File: src/rtl/pport_neg_pkg.sv
package pport_neg_pkg;

  localparam int CODE_W = 8;

  typedef enum logic [1:0] {
    RES_NONE          = 2'd0,
    RES_NONCOMPLIANT  = 2'd1,
    RES_REJECTED      = 2'd2,
    RES_GRANTED       = 2'd3
  } neg_result_e;

  typedef enum logic [2:0] {
    ST_IDLE,
    ST_PHASE1,
    ST_STROBE,
    ST_PHASE2,
    ST_ACTIVE,
    ST_EXIT_INIT
  } neg_state_e;

  typedef struct packed {
    logic perror;
    logic ack_n;
    logic fault_n;
    logic select;
  } stat_t;

  typedef struct packed {
    logic [CODE_W-1:0] data;
    logic              selin_n;
    logic              autofd_n;
    logic              strobe_n;
    logic              init_n;
  } lines_t;

  localparam stat_t STAT_RST = '{perror: 1'b0, ack_n: 1'b1, fault_n: 1'b1, select: 1'b0};

  function automatic lines_t lines_for(neg_state_e st, logic [CODE_W-1:0] code);
    lines_t l;
    l = '{data: '0, selin_n: 1'b0, autofd_n: 1'b1, strobe_n: 1'b1, init_n: 1'b1};
    unique case (st)
      ST_PHASE1: begin
        l.data = code; l.selin_n = 1'b1; l.autofd_n = 1'b0;
      end
      ST_STROBE: begin
        l.data = code; l.selin_n = 1'b1; l.autofd_n = 1'b0; l.strobe_n = 1'b0;
      end
      ST_PHASE2: begin
        l.data = code; l.selin_n = 1'b1;
      end
      ST_ACTIVE: l.selin_n = 1'b1;
      ST_EXIT_INIT: begin
        l.selin_n = 1'b1; l.init_n = 1'b0;
      end
      default: ;
    endcase
    return l;
  endfunction

endpackage

File: src/rtl/pport_sync.sv
module pport_sync #(
  parameter int          W      = 4,
  parameter int          STAGES = 2,
  parameter logic [W-1:0] RST_VAL = '0
) (
  input  logic         clk_i,
  input  logic         rst_ni,
  input  logic [W-1:0] d_i,
  output logic [W-1:0] q_o
);

  logic [W-1:0] stage_q [STAGES];

  always_ff @(posedge clk_i or negedge rst_ni) begin
    if (!rst_ni) stage_q[0] <= RST_VAL;
    else         stage_q[0] <= d_i;
  end

  for (genvar i = 1; i < STAGES; i++) begin : g_stage
    always_ff @(posedge clk_i or negedge rst_ni) begin
      if (!rst_ni) stage_q[i] <= RST_VAL;
      else         stage_q[i] <= stage_q[i-1];
    end
  end

  assign q_o = stage_q[STAGES-1];

endmodule

File: src/rtl/pport_code_class.sv
module pport_code_class
  import pport_neg_pkg::*;
(
  input  logic [CODE_W-1:0] code_i,
  output logic              ok_o,
  output logic              exit_init_o
);

  always_comb begin
    ok_o        = 1'b0;
    exit_init_o = 1'b0;
    unique case (code_i)
      8'h00, 8'h01, 8'h04, 8'h05,
      8'h10, 8'h14, 8'h20, 8'h34,
      8'h80: ok_o = 1'b1;
      8'h40: begin
        ok_o        = 1'b1;
        exit_init_o = 1'b1;
      end
      default: ;
    endcase
  end

endmodule

File: src/rtl/pport_neg_fsm.sv
module pport_neg_fsm
  import pport_neg_pkg::*;
#(
  parameter int TMO_W = 16,
  parameter int SW_W  = 8
) (
  input  logic              clk_i,
  input  logic              rst_ni,
  input  logic              req_i,
  input  logic [CODE_W-1:0] code_i,
  input  logic              code_ok_i,
  input  logic              code_init_exit_i,
  input  logic              term_i,
  input  logic [TMO_W-1:0]  timeout_i,
  input  logic [SW_W-1:0]   strobe_w_i,
  input  stat_t             stat_i,
  output lines_t            lines_o,
  output logic              busy_o,
  output logic              active_o,
  output logic              done_o,
  output neg_result_e       result_o,
  output logic              err_o
);

  localparam int CNT_W = (TMO_W > SW_W) ? TMO_W : SW_W;

  neg_state_e        state_q, state_d;
  logic [CNT_W-1:0]  cnt_q, cnt_d;
  logic [CODE_W-1:0] code_q, code_d;
  logic              epp_q, epp_d;
  logic              ack_q;
  logic              done_d, err_d;
  neg_result_e       res_q, res_d;
  lines_t            lines_q;

  logic [CNT_W:0] cnt_inc, tmo_ext, sw_ext;
  logic           tmo_hit, sw_hit, phase1_ok, ack_rise, grant;

  assign cnt_inc  = {1'b0, cnt_q} + 1'b1;
  assign tmo_ext  = {{(CNT_W+1-TMO_W){1'b0}}, timeout_i};
  assign sw_ext   = {{(CNT_W+1-SW_W){1'b0}}, strobe_w_i};
  assign tmo_hit  = cnt_inc >= tmo_ext;
  assign sw_hit   = cnt_inc >= sw_ext;

  assign phase1_ok = stat_i.perror & ~stat_i.ack_n & stat_i.fault_n & stat_i.select;
  assign ack_rise  = stat_i.ack_n & ~ack_q;
  assign grant     = ~stat_i.perror & ~stat_i.fault_n & stat_i.select;

  always_comb begin
    state_d = state_q;
    cnt_d   = cnt_q;
    code_d  = code_q;
    epp_d   = epp_q;
    res_d   = res_q;
    done_d  = 1'b0;
    err_d   = 1'b0;
    unique case (state_q)
      ST_IDLE: begin
        if (req_i) begin
          if (code_ok_i) begin
            state_d = ST_PHASE1;
            code_d  = code_i;
            epp_d   = code_init_exit_i;
            cnt_d   = '0;
          end else begin
            err_d = 1'b1;
          end
        end
      end
      ST_PHASE1: begin
        if (phase1_ok) begin
          state_d = ST_STROBE;
          cnt_d   = '0;
        end else if (tmo_hit) begin
          state_d = ST_IDLE;
          done_d  = 1'b1;
          res_d   = RES_NONCOMPLIANT;
        end else begin
          cnt_d = cnt_inc[CNT_W-1:0];
        end
      end
      ST_STROBE: begin
        if (sw_hit) begin
          state_d = ST_PHASE2;
          cnt_d   = '0;
        end else begin
          cnt_d = cnt_inc[CNT_W-1:0];
        end
      end
      ST_PHASE2: begin
        if (ack_rise) begin
          done_d  = 1'b1;
          res_d   = grant ? RES_GRANTED : RES_REJECTED;
          state_d = grant ? ST_ACTIVE : ST_IDLE;
        end else if (tmo_hit) begin
          done_d  = 1'b1;
          res_d   = RES_REJECTED;
          state_d = ST_IDLE;
        end else begin
          cnt_d = cnt_inc[CNT_W-1:0];
        end
      end
      ST_ACTIVE: begin
        if (term_i) begin
          state_d = epp_q ? ST_EXIT_INIT : ST_IDLE;
          cnt_d   = '0;
        end
      end
      ST_EXIT_INIT: begin
        if (sw_hit) state_d = ST_IDLE;
        else        cnt_d   = cnt_inc[CNT_W-1:0];
      end
      default: state_d = ST_IDLE;
    endcase
  end

  always_ff @(posedge clk_i or negedge rst_ni) begin
    if (!rst_ni) begin
      state_q <= ST_IDLE;
      cnt_q   <= '0;
      code_q  <= '0;
      epp_q   <= 1'b0;
      ack_q   <= 1'b1;
      res_q   <= RES_NONE;
      done_o  <= 1'b0;
      err_o   <= 1'b0;
      lines_q <= lines_for(ST_IDLE, '0);
    end else begin
      state_q <= state_d;
      cnt_q   <= cnt_d;
      code_q  <= code_d;
      epp_q   <= epp_d;
      ack_q   <= stat_i.ack_n;
      res_q   <= res_d;
      done_o  <= done_d;
      err_o   <= err_d;
      lines_q <= lines_for(state_d, code_d);
    end
  end

  assign lines_o  = lines_q;
  assign busy_o   = state_q != ST_IDLE;
  assign active_o = state_q == ST_ACTIVE;
  assign result_o = res_q;

endmodule

File: src/rtl/pport_negotiator.sv
module pport_negotiator
  import pport_neg_pkg::*;
#(
  parameter int TMO_W       = 16,
  parameter int SW_W        = 8,
  parameter int SYNC_STAGES = 2
) (
  input  logic              clk_i,
  input  logic              rst_ni,
  input  logic              req_i,
  input  logic [CODE_W-1:0] req_code_i,
  input  logic              term_i,
  input  logic [TMO_W-1:0]  timeout_i,
  input  logic [SW_W-1:0]   strobe_w_i,
  input  logic              perror_i,
  input  logic              ack_n_i,
  input  logic              fault_n_i,
  input  logic              select_i,
  output logic [CODE_W-1:0] data_o,
  output logic              select_in_n_o,
  output logic              autofd_n_o,
  output logic              strobe_n_o,
  output logic              init_n_o,
  output logic              busy_o,
  output logic              mode_active_o,
  output logic              done_o,
  output logic [1:0]        result_o,
  output logic              err_o
);

  localparam int STAT_W = $bits(stat_t);

  stat_t       stat_raw, stat_sync;
  lines_t      lines;
  logic        code_ok, code_init_exit;
  neg_result_e result;

  assign stat_raw = '{perror: perror_i, ack_n: ack_n_i, fault_n: fault_n_i, select: select_i};

  pport_sync #(
    .W       (STAT_W),
    .STAGES  (SYNC_STAGES),
    .RST_VAL (STAT_RST)
  ) u_sync (
    .clk_i  (clk_i),
    .rst_ni (rst_ni),
    .d_i    (stat_raw),
    .q_o    (stat_sync)
  );

  pport_code_class u_class (
    .code_i      (req_code_i),
    .ok_o        (code_ok),
    .exit_init_o (code_init_exit)
  );

  pport_neg_fsm #(
    .TMO_W (TMO_W),
    .SW_W  (SW_W)
  ) u_fsm (
    .clk_i            (clk_i),
    .rst_ni           (rst_ni),
    .req_i            (req_i),
    .code_i           (req_code_i),
    .code_ok_i        (code_ok),
    .code_init_exit_i (code_init_exit),
    .term_i           (term_i),
    .timeout_i        (timeout_i),
    .strobe_w_i       (strobe_w_i),
    .stat_i           (stat_sync),
    .lines_o          (lines),
    .busy_o           (busy_o),
    .active_o         (mode_active_o),
    .done_o           (done_o),
    .result_o         (result),
    .err_o            (err_o)
  );

  assign data_o        = lines.data;
  assign select_in_n_o = lines.selin_n;
  assign autofd_n_o    = lines.autofd_n;
  assign strobe_n_o    = lines.strobe_n;
  assign init_n_o      = lines.init_n;
  assign result_o      = result;

endmodule

File: config.mk
export PLATFORM = sky130hd
export DESIGN_NAME = pport_negotiator
export DESIGN_NICKNAME = d
export VERILOG_FILES = /design/src/rtl/pport_neg_pkg.sv /design/src/rtl/pport_sync.sv /design/src/rtl/pport_code_class.sv /design/src/rtl/pport_neg_fsm.sv /design/src/rtl/pport_negotiator.sv
export SDC_FILE = /design/constraint.sdc
export NUM_CORES = 1
export LEC_CHECK = 0
export ABC_AREA = 0
export BUFFER_PORTS_ARGS = -buffer_cell sky130_fd_sc_hd__buf_2
export CAP_MARGIN = 20
export CORE_MARGIN = 2
export CORE_UTILIZATION = 45
export CTS_CLUSTER_DIAMETER = 200
export DETAILED_ROUTE_END_ITERATION = 7
export PLACE_DENSITY = 0.7
export SLEW_MARGIN = 20
export SYNTH_ARGS = -nofsm -noshare
export SYNTH_HDL_FRONTEND = slang
export SYNTH_SLANG_ARGS = --single-unit
File: constraint.sdc
create_clock -name clk_i -period 7.9 [get_ports clk_i]
set_input_delay 0.79 -clock clk_i [delete_from_list [all_inputs] [get_ports clk_i]]
set_output_delay 0.79 -clock clk_i [all_outputs]
set_load 0.02 [all_outputs]
; Word-level counts from Yosys, hierarchy flattened
; Cells that the tools add are included.
[word_totals]
ramBits = 0
n_memories = 0
latch_bits = 0
register_bits = 53
wordCells = 110
output_inout_bits = 18
mem_bits_ro = 0
input_bits = 40
[classes]
n_addsub = 1
shift = 0
div_mod_pow = 0
muxes = 43
bitwise = 10
eq_ne = 27
order_cmp = 2
multipliers = 0
n_reduce_logical = 12
[ops]
columns = operator, n
row1 = $mux W16, 8
row2 = $pmux W16 S6, 1
row3 = $mux W8, 4
row4 = $mux W3, 10
row5 = $pmux W3 S6, 1
row6 = $add A16 B1 Y17 const B, 1
row7 = $ge A17 B16 Y1, 1
row8 = $ge A17 B8 Y1, 1
row9 = $eq A8 B3 Y1 const B, 2
row10 = $eq A8 B5 Y1 const B, 2
row11 = $eq A8 B6 Y1 const B, 2
row12 = $mux W1, 13
row13 = $eq A3 B2 Y1 const B, 4
row14 = $eq A3 B3 Y1 const B, 4
row15 = $ne A2 B2 Y1 const B, 6
row16 = $reduce_or A10 Y1, 1
row17 = $eq A8 B1 Y1 const B, 1
row18 = $eq A8 B7 Y1 const B, 1
row19 = $eq A8 B8 Y1 const B, 1
row20 = $logic_not A8 Y1, 1
row21 = $mux W2, 4
row22 = $and A1 B1 Y1, 6
row23 = $eq A3 B1 Y1 const B, 2
row24 = $reduce_and A6 Y1, 1
row25 = 14 further kinds, 17

; Logic depth before layout (Yosys ltp)
; Gate-level depths: netlist of run 1.
[logic_depth]
depth_word = 9
depth_mapped = 15
ltp_nobuf = 13

; By module
; A second synthesis of run 1 with hierarchy kept.
[unflattened]
cells_unflattened = 359
area_unflattened_um2 = 3428.3
[by_module_without_submodules]
columns = mod, instances, area_each_um2, cells_per_inst, seq_area_each_um2
row1 = pport_neg_fsm, 1, 3110.5, 335, 1131.1
row2 = pport_sync, 1, 235.2, 12, 205.2
row3 = pport_code_class, 1, 82.6, 12, 0.0

; Least setup slack after synthesis of run 1
; Ideal clock, no wire load.
[synth_timing]
kind = reg2reg
from = register u_fsm.cnt_q[0]
to = register u_fsm.cnt_q[2]
setup_time_ns = 0.126
t_arrival_ns = 3.493
period_less_slack_ns = 3.619
path_stages_with_launch = 16
required_time_ns = 7.774
path_buffers = 2
slack_ns = 4.281
cell_sequence = dfrtp_1 > ha_1 > and3_1 > buf_6 > nand3_1 > xnor2_1 > ha_1 > a211oi_1 > o211ai_1 > a21oi_1 > o31a_1 > a31oi_4 > o311a_1 > or3_4 > buf_6 > a221o_1
[synth_between]
elab_chain_cells = 5
word_cells_on_any_way = 11
classes_between = add/sub: 1 / order compare: 2 / eq/ne: 1 / mux: 6 / reduce/logical: 1
[synth_rtl]
columns = item, line
row1 = start: declaration, pport_neg_fsm.sv:28  ; logic [CNT_W-1:0] cnt_q, cnt_d;
row2 = start signal: assignment, pport_neg_fsm.sv:130  ; cnt_q <= cnt_d;
row3 = $add A16 B1 Y17 (*), pport_neg_fsm.sv:39  ; assign cnt_inc = {1'b0, cnt_q} + 1'b1;
row4 = $ge A17 B16 Y1, pport_neg_fsm.sv:42  ; assign tmo_hit = cnt_inc >= tmo_ext;
row5 = $mux W16, "pport_neg_fsm.sv:74, pport_neg_fsm.sv:95"
row6 = "$mux W16, on equally long branches", "pport_neg_fsm.sv:91, pport_neg_fsm.sv:71"
row7 = $pmux W16 S6, pport_neg_fsm.sv:57  ; unique case (state_q)
; Every way passes the cells marked *; elsewhere a longest branch is shown, timed or not. The select of a mux whose other input is x is not followed.
; A chain may end at the register's enable or synchronous reset.

; Final worst setup path of run 1
[layout_timing]
from = register u_fsm.cnt_q[0]
to = register u_fsm.cnt_q[10]
; Same word-level chain as after synthesis.

==> impl_metrics.csv, run 1 <==
group,metric,value,unit
global_route,grt_pass1_vias,2696,
placed_design,dp.cells,490,
final_layout,antenna_cells,0,
drt,first_pass_iters,4,
clocking,cts_tree,"done",
clocking,cts.reportedPaths.clkPinSlew,0.09,ns
pwr,peakVddDrop,0.0001749,V
drt,vias,2810,
clocking,postCtsSetupBuffers,0,
drt,detail_route.iter0.violations,156,
logic_synthesis,async_flop_share,100.0,%
worst_hold_path,min_path_type,"register to register",
global_route,grt_max_degree,54,
setup_path,critPathKind,"register to register",
setup_path,crit_family,"compound AO/OA/AOI/OAI gates",
setup_path,crit_top_cell,"ha_1",
sta,final_hold_viol_count,0,
logic_synthesis,yosys-top-cells-area,"dfrtp_1 (33%), ha_1 (8.5%), dfstp_2 (6.2%)",
pwr,power_density,282.1,nW/um2
floorplan,rows,31,
clocking,clk_path_buf_depth,2,
sta,finalSetupViolations,0,
global_route,grt_overflow_total,0,
sta,post-route-period-util,52.43,%
drt,routedWlPerCell,15.13,um
worst_hold_path,whs_path_depth,0,
drt,drc,0,
final_layout,areaGrowthSynthToFinish,12.36,%
setup_path,end_kind,"register",
sta,fin_skew,0.01519,ns
clocking,clk_latency,0.32,ns
sta,rsz0062_at_grt,"false",
floorplan,die_h,90.82,um
logic_synthesis,synth-edff-count,0,
placed_design,io_buffer_count,57,
logic_synthesis,synth.distinct_cells,70,
global_route,busiest_layer,"met2",
pwr,p_total,0.001075,W
job,cap_viol_max_count,0,
clocking,cts-root-buf,"clkbuf_8",
logic_synthesis,synth_top_area_share,33.20,%
setup_path,reg2reg_depth,13,
logic_synthesis,synthCells,348,
logic_synthesis,yosys_warnings,0,
floorplan,num_io_pins,58,
sta,min_period,4.142,ns
placed_design,placed_area,3711,um2
drt,viasPerCell,5.643,
final_layout,mostFrequentLayoutCell,"buf_2",
final_layout,stdcell_area,3811,um2
logic_synthesis,ys_seq_area_share,39.40,%
global_route,met1_usage,25.57,%
sta,tns,0,ns
global_route,grt_use_met2,31.22,%
floorplan,core,7292,um2
drt,wl,7.537,mm
final_layout,fin_cells,498,
final_layout,nFillCells,705,
clocking,cts-hold-fix-buffers,0,
final_layout,fin_nets,461,
logic_synthesis,syn_area,3392,um2
sta,max_freq,241.4,MHz
sta,worst_pin_slew,0.7138,ns
pwr,p_leak,1.909,nW
setup_path,worst-path-buf-inv,0,
logic_synthesis,synth_ff_type,"dfrtp_1",
global_route,track_usage,19.16,%
logic_synthesis,yosysTopAreaCell,"dfrtp_1",
clocking,cts_resized,0,
sta,report.final.slew_viol_count,0,
final_layout,drive_gt1_share,24.56,%
clocking,cts_buffers,5,
floorplan,die_area,8248,um2
final_layout,final_cell_mix,"buf_2 (57), dfrtp_1 (45), inv_1 (34)",
clocking,htree_levels,2,
setup_path,max_stage_delay,0.65,ns
setup_path,cp_cell_sequence,"ha_1 -> and3_1 -> nand3_1 -> xnor2_1 -> ha_1 -> a211oi_1 -> o211ai_1 -> a21oi_1 -> o31a_1 -> a31oi_4 -> o41ai_2 -> o21a_1 -> a221o_1",
floorplan,die-width,90.82,um
setup_path,arrival,4.39,ns
logic_synthesis,ys_seq_elements,53,
floorplan,start_util,46.52,%
placed_design,place_congestion,0.8841,
logic_synthesis,synth_nets,411,
sta,slew_headroom,52.31,%
setup_path,worst-path-max-fanout,11,
setup_path,startpoint_type,"register",
global_route,grt_pass1_wl,12.88,mm
logic_synthesis,syn_area_per_cell,9.747,um2
placed_design,dp.final_hpwl,5.692,mm
clocking,numClockSinks,53,
setup_path,cp.depth,13,
global_route,grtUsageMet3,3.589,%
drt,postRouteAntennaNets,0,
global_route,antenna_found_initial,0,
setup_path,slowest_stage,"o41ai_2",
outcome,status,"complete, no violations",
setup_path,cp.required,8.15,ns
## power by group
part | internal (W) | switching (W)
clock | 0.0000730 | 0.0000946
sequential | 0.000341 | 0.0000687
combinational | 0.000202 | 0.000296
total | 0.000616 | 0.000459
## cells in the mapped netlist (4+ instances only)
cell type	n
mux2_2	8
clkbuf_1	7
o211ai_1	4
o21ai_0	8
nor4b_1	8
nor2_1	23
a21oi_1	14
dfstp_2	8
nand4_1	7
dfrtp_1	45
xor2_1	4
ha_1	23
nand3_1	8
nand2_1	24
and2_1	4
nor3_1	7
xnor2_1	6
or2_2	4
buf_6	5
a22o_1	8
and3_1	8
inv_1	34
## worst reg2reg max path, cell delays in order (launching register included)
cell,delay [ns]
dfrtp_1,0.45
ha_1,0.29
and3_1,0.32
nand3_1,0.18
xnor2_1,0.25
ha_1,0.29
a211oi_1,0.25
o211ai_1,0.12
a21oi_1,0.16
o31a_1,0.21
a31oi_4,0.15
o41ai_2,0.65
o21a_1,0.54
a221o_1,0.23
## kinds of logic after synthesis
| logic type | synth area share, % |
|---|---|
| simple gates | 19.96 |
| compound gates | 19.29 |
| flops | 39.40 |
| buf+inv | 6.750 |
| fa+ha+maj | 8.779 |
| xor+xnor | 2.582 |
| mux | 3.246 |
## stage by stage
stage               hold slack (ns)  worst slack (ns)  utilization (%)
finish                       0.3617             3.758            52.26
global route                 0.3735             3.319            52.26
CTS                          0.3630             3.761            52.26
detailed placement           0.3435             3.790            50.89
global placement             0.3352             3.923            50.89
floorplan                    0.3312             4.281                -
## area by class of cell
| type | instances | area [um2] | share of cell area, % |
|---|---|---|---|
| flip-flops and latches | 53 | 1336 | 35.06 |
| repair buffers | 58 | 292.8 | 7.682 |
| clock inverters | 2 | 17.52 | 0.4596 |
| inverters | 35 | 131.4 | 3.447 |
| multi-input cells | 245 | 1827 | 47.93 |
| well taps | 99 | 123.9 | 3.250 |
| clock buffers | 6 | 82.58 | 2.167 |
## final timing paths
kind / start / end / slack [ns]
max: u_fsm.cnt_q[0] / u_fsm.cnt_q[10] / 3.76
min: u_sync.stage_q[5] / u_sync.q_o[1] / 0.36
max reg2reg: u_fsm.cnt_q[0] / u_fsm.cnt_q[10] / 3.76
min reg2reg: u_sync.stage_q[5] / u_sync.q_o[1] / 0.36
max in group asynchronous: rst_ni / u_fsm.state_q[0] / 6.84
min in group asynchronous: rst_ni / u_fsm.cnt_q[5] / 0.58
## flip-flops by register name, indices dropped and copies added, names as in the netlist
signal,flops
u_fsm.code_q,8
u_fsm.epp_q,1
u_fsm.result_o,2
u_fsm.err_o,1
u_fsm.done_o,1
u_fsm.cnt_q,16
u_fsm.ack_q,1
u_fsm.lines_o,12
u_fsm.state_q,3
u_sync.q_o,4
u_sync.stage_q,4
## layer usage
layer	part of all wire [%]	wire length [um]
met1	44	3351
met2	48	3642
met3	5.4	408
met4	1.8	135
met5	0	0
Note: power is estimated with default switching activity, not from simulation.
==> run 2, diff against run 1 <==
--- a/config.mk
+++ b/config.mk
@@ -12,7 +12,7 @@
 export CORE_UTILIZATION = 45
 export CTS_CLUSTER_DIAMETER = 200
 export DETAILED_ROUTE_END_ITERATION = 7
-export PLACE_DENSITY = 0.7
+export PLACE_DENSITY = 0.73
 export SLEW_MARGIN = 20
 export SYNTH_ARGS = -nofsm -noshare
 export SYNTH_HDL_FRONTEND = slang
==> constraint.sdc (replaced) <==
create_clock -name clk_i -period 3.5 [get_ports clk_i]
set_input_delay 0.35 -clock clk_i [delete_from_list [all_inputs] [get_ports clk_i]]
set_output_delay 0.35 -clock clk_i [all_outputs]
set_load 0.02 [all_outputs]
==> impl_metrics.csv, run 2 (synthesis results as in run 1) <==
group,metric,value,unit
drt,wl,9.902,mm
sta,tns,-1.246,ns
worst_hold_path,min_path_type,"input pin to async pin",
setup_path,r2r_end,"u_fsm.cnt_q[8]",
drt,postRouteAntennaNets,0,
setup_path,arrival,3.81,ns
drt,routedWlPerCell,18.10,um
outcome,violations,"setup timing",
floorplan,core,7292,um2
sta,rsz0062_at_grt,"true",
floorplan,die_area,8248,um2
floorplan,num_io_pins,58,
sta,max_freq,278.3,MHz
sta,min_period,3.594,ns
final_layout,fin_util,61.31,%
pwr,peakVddDrop,0.0004096,V
drt,drc,0,
sta,post-route-period-util,102.7,%
placed_design,io_buffer_count,57,
final_layout,largest_reg_flops,16,
sta,slew_headroom,50.42,%
drt,vias,3245,
global_route,grt_overflow_total,0,
final_layout,nFillCells,597,
clocking,cts-root-buf,"clkbuf_8",
floorplan,rows,31,
floorplan,die_h,90.82,um
outcome,status,"finished, violations left",
placed_design,dp.final_hpwl,6.019,mm
placed_design,place_congestion,0.8844,
global_route,grt_max_degree,47,
setup_path,startpoint_type,"register",
sta,hold_slack,0.01425,ns
setup_path,critPathKind,"register to register",
drt,detail_route.iter0.violations,246,
floorplan,die-width,90.82,um
clocking,clk_latency,0.32,ns
sta,fin_ws,-0.09362,ns
setup_path,worst-path-max-fanout,7,
sta,final_hold_viol_count,0,
global_route,grt_pass1_vias,3208,
global_route,antenna_found_initial,0,
setup_path,r2r_setup_slack,-0.09,ns
setup_path,reg2reg_depth,14,
floorplan,start_util,46.52,%
final_layout,final_cell_mix,"buf_2 (56), buf_4 (47), dfrtp_1 (40)",
setup_path,end_kind,"register",
sta,worst_pin_slew,0.7341,ns
clocking,cts.reportedPaths.clkPinSlew,0.11,ns
final_layout,mostFrequentLayoutCell,"buf_2",
clocking,numClockSinks,53,
drt,viasPerCell,5.932,
final_layout,drive_gt1_share,41.96,%
clocking,cts_tree,"done",
drt,first_pass_iters,5,
setup_path,rr_startpoint,"u_fsm.cnt_q[1]",
global_route,track_usage,22.80,%
pwr,p_total,0.002920,W
setup_path,cp.required,3.72,ns
pwr,p_leak,2.204,nW
final_layout,regMostFlops,"u_fsm.cnt_q",
pwr,power_density,653.1,nW/um2
clocking,htree_levels,2,
final_layout,areaGrowthSynthToFinish,31.80,%
sta,fin_skew,0.01427,ns
global_route,grt_pass1_wl,15.24,mm
clocking,cts_buffers,5,
sta,report.final.slew_viol_count,0,
final_layout,antenna_cells,0,
final_layout,fin_nets,510,
placed_design,placed_area,3950,um2
clocking,clk_path_buf_depth,2,
job,cap_viol_max_count,0,
sta,finalSetupViolations,18,
final_layout,stdcell_area,4471,um2
run 2: worst max-delay path: stages, from the launching register on:
cell and delay (ns):
dfrtp_1 0.43, ha_4 0.19, nand3_4 0.09, or4_4 0.52
nand2_4 0.11, ha_4 0.21, o21ai_2 0.12, nor2_2 0.06
a21oi_1 0.17, o31a_1 0.26, a31oi_4 0.17, o311a_1 0.36
buf_4 0.16, or3_4 0.42, a22o_1 0.20
run 2: layer usage:
metal  share of wire [%]  up-vias  wire, um  global-route usage, %
li1                    -     1481         -                      -
met1                  39     1573      3875                  27.33
met2                  51      153      5010                  38.87
met3                 6.8       38       678                  6.761
met4                 3.4        0       338                  8.207
met5                   0        -         0                      0
run 2: repair_timing:
item | CTS | global route
gates cloned | 1 | 1
hold buffers | 0 | 0
setup buffers | 14 | 3
resized for setup | 23 | 37
endpoints found under the setup margin | 20 | 27
pin swaps | 10 | 14
run 2: metrics by stage:
stage | cells | setup slack, ns
2_1_floorplan | 348 | 0.04196
3_3_place_gp | 520 | 0.01670
3_5_place_dp | 520 | -0.1199
4_1_cts | 543 | -0.008735
5_1_grt | 547 | -0.2213
6_report | 547 | -0.09362
run 2: worst max-delay path by stage:
stage                         from               end  slack (ns)  depth (start not counted)
finish              u_fsm.cnt_q[1]    u_fsm.cnt_q[8]       -0.09                         14
global route        u_fsm.cnt_q[4]  u_fsm.lines_o[7]       -0.22                         15
CTS                 u_fsm.cnt_q[1]    u_fsm.cnt_q[2]      -0.009                         13
detailed placement  u_fsm.cnt_q[1]   u_fsm.cnt_q[10]       -0.12                         13
global placement    u_fsm.cnt_q[1]    u_fsm.cnt_q[7]        0.02                         13
floorplan           u_fsm.cnt_q[0]    u_fsm.cnt_q[2]        0.04                         15
run 2: power by group:
part	leakage, nW	switching [W]	internal [W]
combinational	1.49	0.000900	0.000729
sequential	0.667	0.000130	0.000774
clock	0.0478	0.000224	0.000163
total	2.20	0.00125	0.00167
run 2: final cells by class:
type | count | area, um2 | share of cell area [%]
multi-input combinational | 246 | 2107 | 47.13
sequential | 53 | 1343 | 30.03
timing repair buffer | 106 | 666.9 | 14.92
inverter | 35 | 131.4 | 2.939
tap | 99 | 123.9 | 2.771
clock buffer | 6 | 82.58 | 1.847
clock inverter | 2 | 16.27 | 0.3638
==> run 3, diff against run 2 <==
--- a/config.mk
+++ b/config.mk
@@ -9,11 +9,12 @@
 export BUFFER_PORTS_ARGS = -buffer_cell sky130_fd_sc_hd__buf_2
 export CAP_MARGIN = 20
 export CORE_MARGIN = 2
-export CORE_UTILIZATION = 45
+export CORE_UTILIZATION = 30
 export CTS_CLUSTER_DIAMETER = 200
 export DETAILED_ROUTE_END_ITERATION = 7
-export PLACE_DENSITY = 0.73
+export PLACE_DENSITY = 0.54
 export SLEW_MARGIN = 20
 export SYNTH_ARGS = -nofsm -noshare
 export SYNTH_HDL_FRONTEND = slang
 export SYNTH_SLANG_ARGS = --single-unit
+export TNS_END_PERCENT = 30
==> impl_metrics.csv, run 3 (synthesis results as in run 1) <==
group,metric,value,unit
floorplan,rows,38,
drt,routedWlPerCell,15.49,um
placed_design,placed_area,4106,um2
pwr,p_seq_share,29.2,%
pwr,switchingPower,0.001241,W
setup_path,cp_cell_sequence,"ha_4 -> nand3_4 -> or4_4 -> nand2_4 -> ha_4 -> o21ai_1 -> nor2_1 -> a32oi_1 -> o31a_1 -> a31oi_4 -> o311a_1 -> or3_4 -> a221o_1",
drt,detail_route.iter0.violations,143,
setup_path,r2r_setup_slack,0.03,ns
global_route,grt_pass1_vias,2950,
clocking,cts-hold-fix-buffers,0,
drt,first_pass_iters,4,
final_layout,fin_util,42.35,%
floorplan,num_io_pins,58,
sta,fin_skew,0.006551,ns
sta,tns,0,ns
sta,rsz0062_at_grt,"true",
setup_path,worst-path-buf-inv,0,
clocking,clk_latency,0.30,ns
final_layout,largest_reg_flops,16,
sta,min_period,3.466,ns
clocking,cts_buffers,5,
pwr,power_density,665.1,nW/um2
final_layout,areaGrowthSynthToFinish,36.52,%
setup_path,max_stage_delay,0.51,ns
setup_path,worst-path-max-fanout,6,
pwr,peakVddDrop,0.0004058,V
sta,fin_ws,0.03427,ns
pwr,p_leak,2.267,nW
setup_path,slowest_stage,"or4_4",
pwr,p_total,0.003080,W
job,cap_viol_max_count,0,
outcome,status,"complete, no violations",
setup_path,critPathKind,"register to register",
clocking,cts.reportedPaths.clkPinSlew,0.08,ns
sta,final_hold_viol_count,0,
clocking,cts_tree,"done",
floorplan,die_h,110.3,um
final_layout,fin_nets,515,
setup_path,crit_family,"compound AO/OA/AOI/OAI gates",
drt,vias,3068,
clocking,clk_path_buf_depth,2,
setup_path,startpoint_type,"register",
worst_hold_path,min_path_type,"input pin to async pin",
final_layout,antenna_cells,0,
drt,postRouteAntennaNets,0,
sta,report.final.slew_viol_count,0,
sta,worst_pin_slew,0.6325,ns
pwr,p_sw_share,40.31,%
setup_path,crit_top_cell,"ha_4",
pwr,power.internal,0.001839,W
placed_design,place_congestion,0.8745,
global_route,grt_pass1_wl,14.63,mm
global_route,grt_overflow_total,0,
final_layout,stdcell_area,4631,um2
final_layout,drive_gt1_share,41.50,%
pwr,power_frac_clock,17.4,%
clocking,htree_levels,2,
sta,post-route-period-util,99.02,%
setup_path,end_kind,"register",
floorplan,die-width,110.3,um
setup_path,cp.required,3.69,ns
global_route,grt_max_degree,29,
drt,viasPerCell,5.174,
placed_design,io_buffer_count,57,
sta,max_freq,288.5,MHz
final_layout,mostFrequentLayoutCell,"buf_2",
drt,drc,0,
clocking,numClockSinks,53,
floorplan,core,10940,um2
final_layout,final_cell_mix,"buf_2 (57), buf_4 (52), dfrtp_1 (43)",
placed_design,dp.final_hpwl,6.655,mm
clocking,cts-root-buf,"clkbuf_16",
sta,slew_headroom,57.75,%
drt,wl,9.186,mm
sta,finalSetupViolations,0,
setup_path,arrival,3.65,ns
floorplan,start_util,31.02,%
final_layout,regMostFlops,"u_fsm.cnt_q",
global_route,antenna_found_initial,0,
pwr,combPwrFrac,53.4,%
floorplan,die_area,12170,um2
global_route,track_usage,15.61,%
placed_design,pre_cts_slack,-0.09510,ns
run 3: cell types whose count changed in the layout (fill, tap and decap cells not counted), sizes merged:
cell	change
clkinvlp	-1
clkinv	+1
buf	+5
run 3: layout make-up:
type / instances / area (um2)
inverters: 35 / 131.4
clock buffers: 6 / 138.9
well taps: 140 / 175.2
fillers: 1085 / 6305
clock inverters: 2 / 17.52
flip-flops and latches: 53 / 1339
repair buffers: 111 / 698.2
multi-input cells: 246 / 2131
run 3: metrics by stage:
step | hold WS, ns | std cells
final | 0.04226 | 593
after global routing | 0.08518 | 593
after CTS | 0.06424 | 590
after detailed placement | 0.3347 | 575
after global placement | 0.3367 | 575
after floorplan | 0.05441 | 348
run 3: worst paths after layout:
| kind | from | to | depth (start not counted) |
|---|---|---|---|
| max | u_fsm.cnt_q[1] | u_fsm.cnt_q[2] | 13 |
| min | rst_ni | u_fsm.err_o | 1 |
| max reg2reg | u_fsm.cnt_q[1] | u_fsm.cnt_q[2] | 13 |
| min reg2reg | u_sync.stage_q[7] | u_sync.q_o[3] | 0 |
| max in group asynchronous | rst_ni | u_fsm.lines_o[1] | 2 |
| min in group clk_i | fault_n_i | u_sync.stage_q[5] | 1 |
run 3: power groups by stage:
stage | sequential (W) | combinational (W) | clock (W)
final | 0.000900 | 0.00164 | 0.000536
after CTS | 0.000899 | 0.00149 | 0.000544
after global placement | 0.000907 | 0.00140 | 0
after global routing | 0.000921 | 0.00180 | 0.000570
after detailed placement | 0.000910 | 0.00141 | 0
after floorplan | 0.000935 | 0.000879 | 0
run 3: what timing repair did:
action / in CTS / in global routing
gates resized for setup: 9 / 40
endpoints found under the setup margin: 22 / 26
gates cloned: 1 / 0
endpoints found under the hold margin: 0 / 0
setup buffers: 6 / 3
pin swaps: 5 / 5
run 3: metal layers:
metal	wire (um)	vias to the layer above	part of all wire, %	global-route usage (%)
met2	4369	78	48	25.28
met4	130	0	1.4	4.375
met5	0	-	0	0
li1	-	1484	-	-
met1	4293	1495	47	21.45
met3	392	11	4.3	2.704
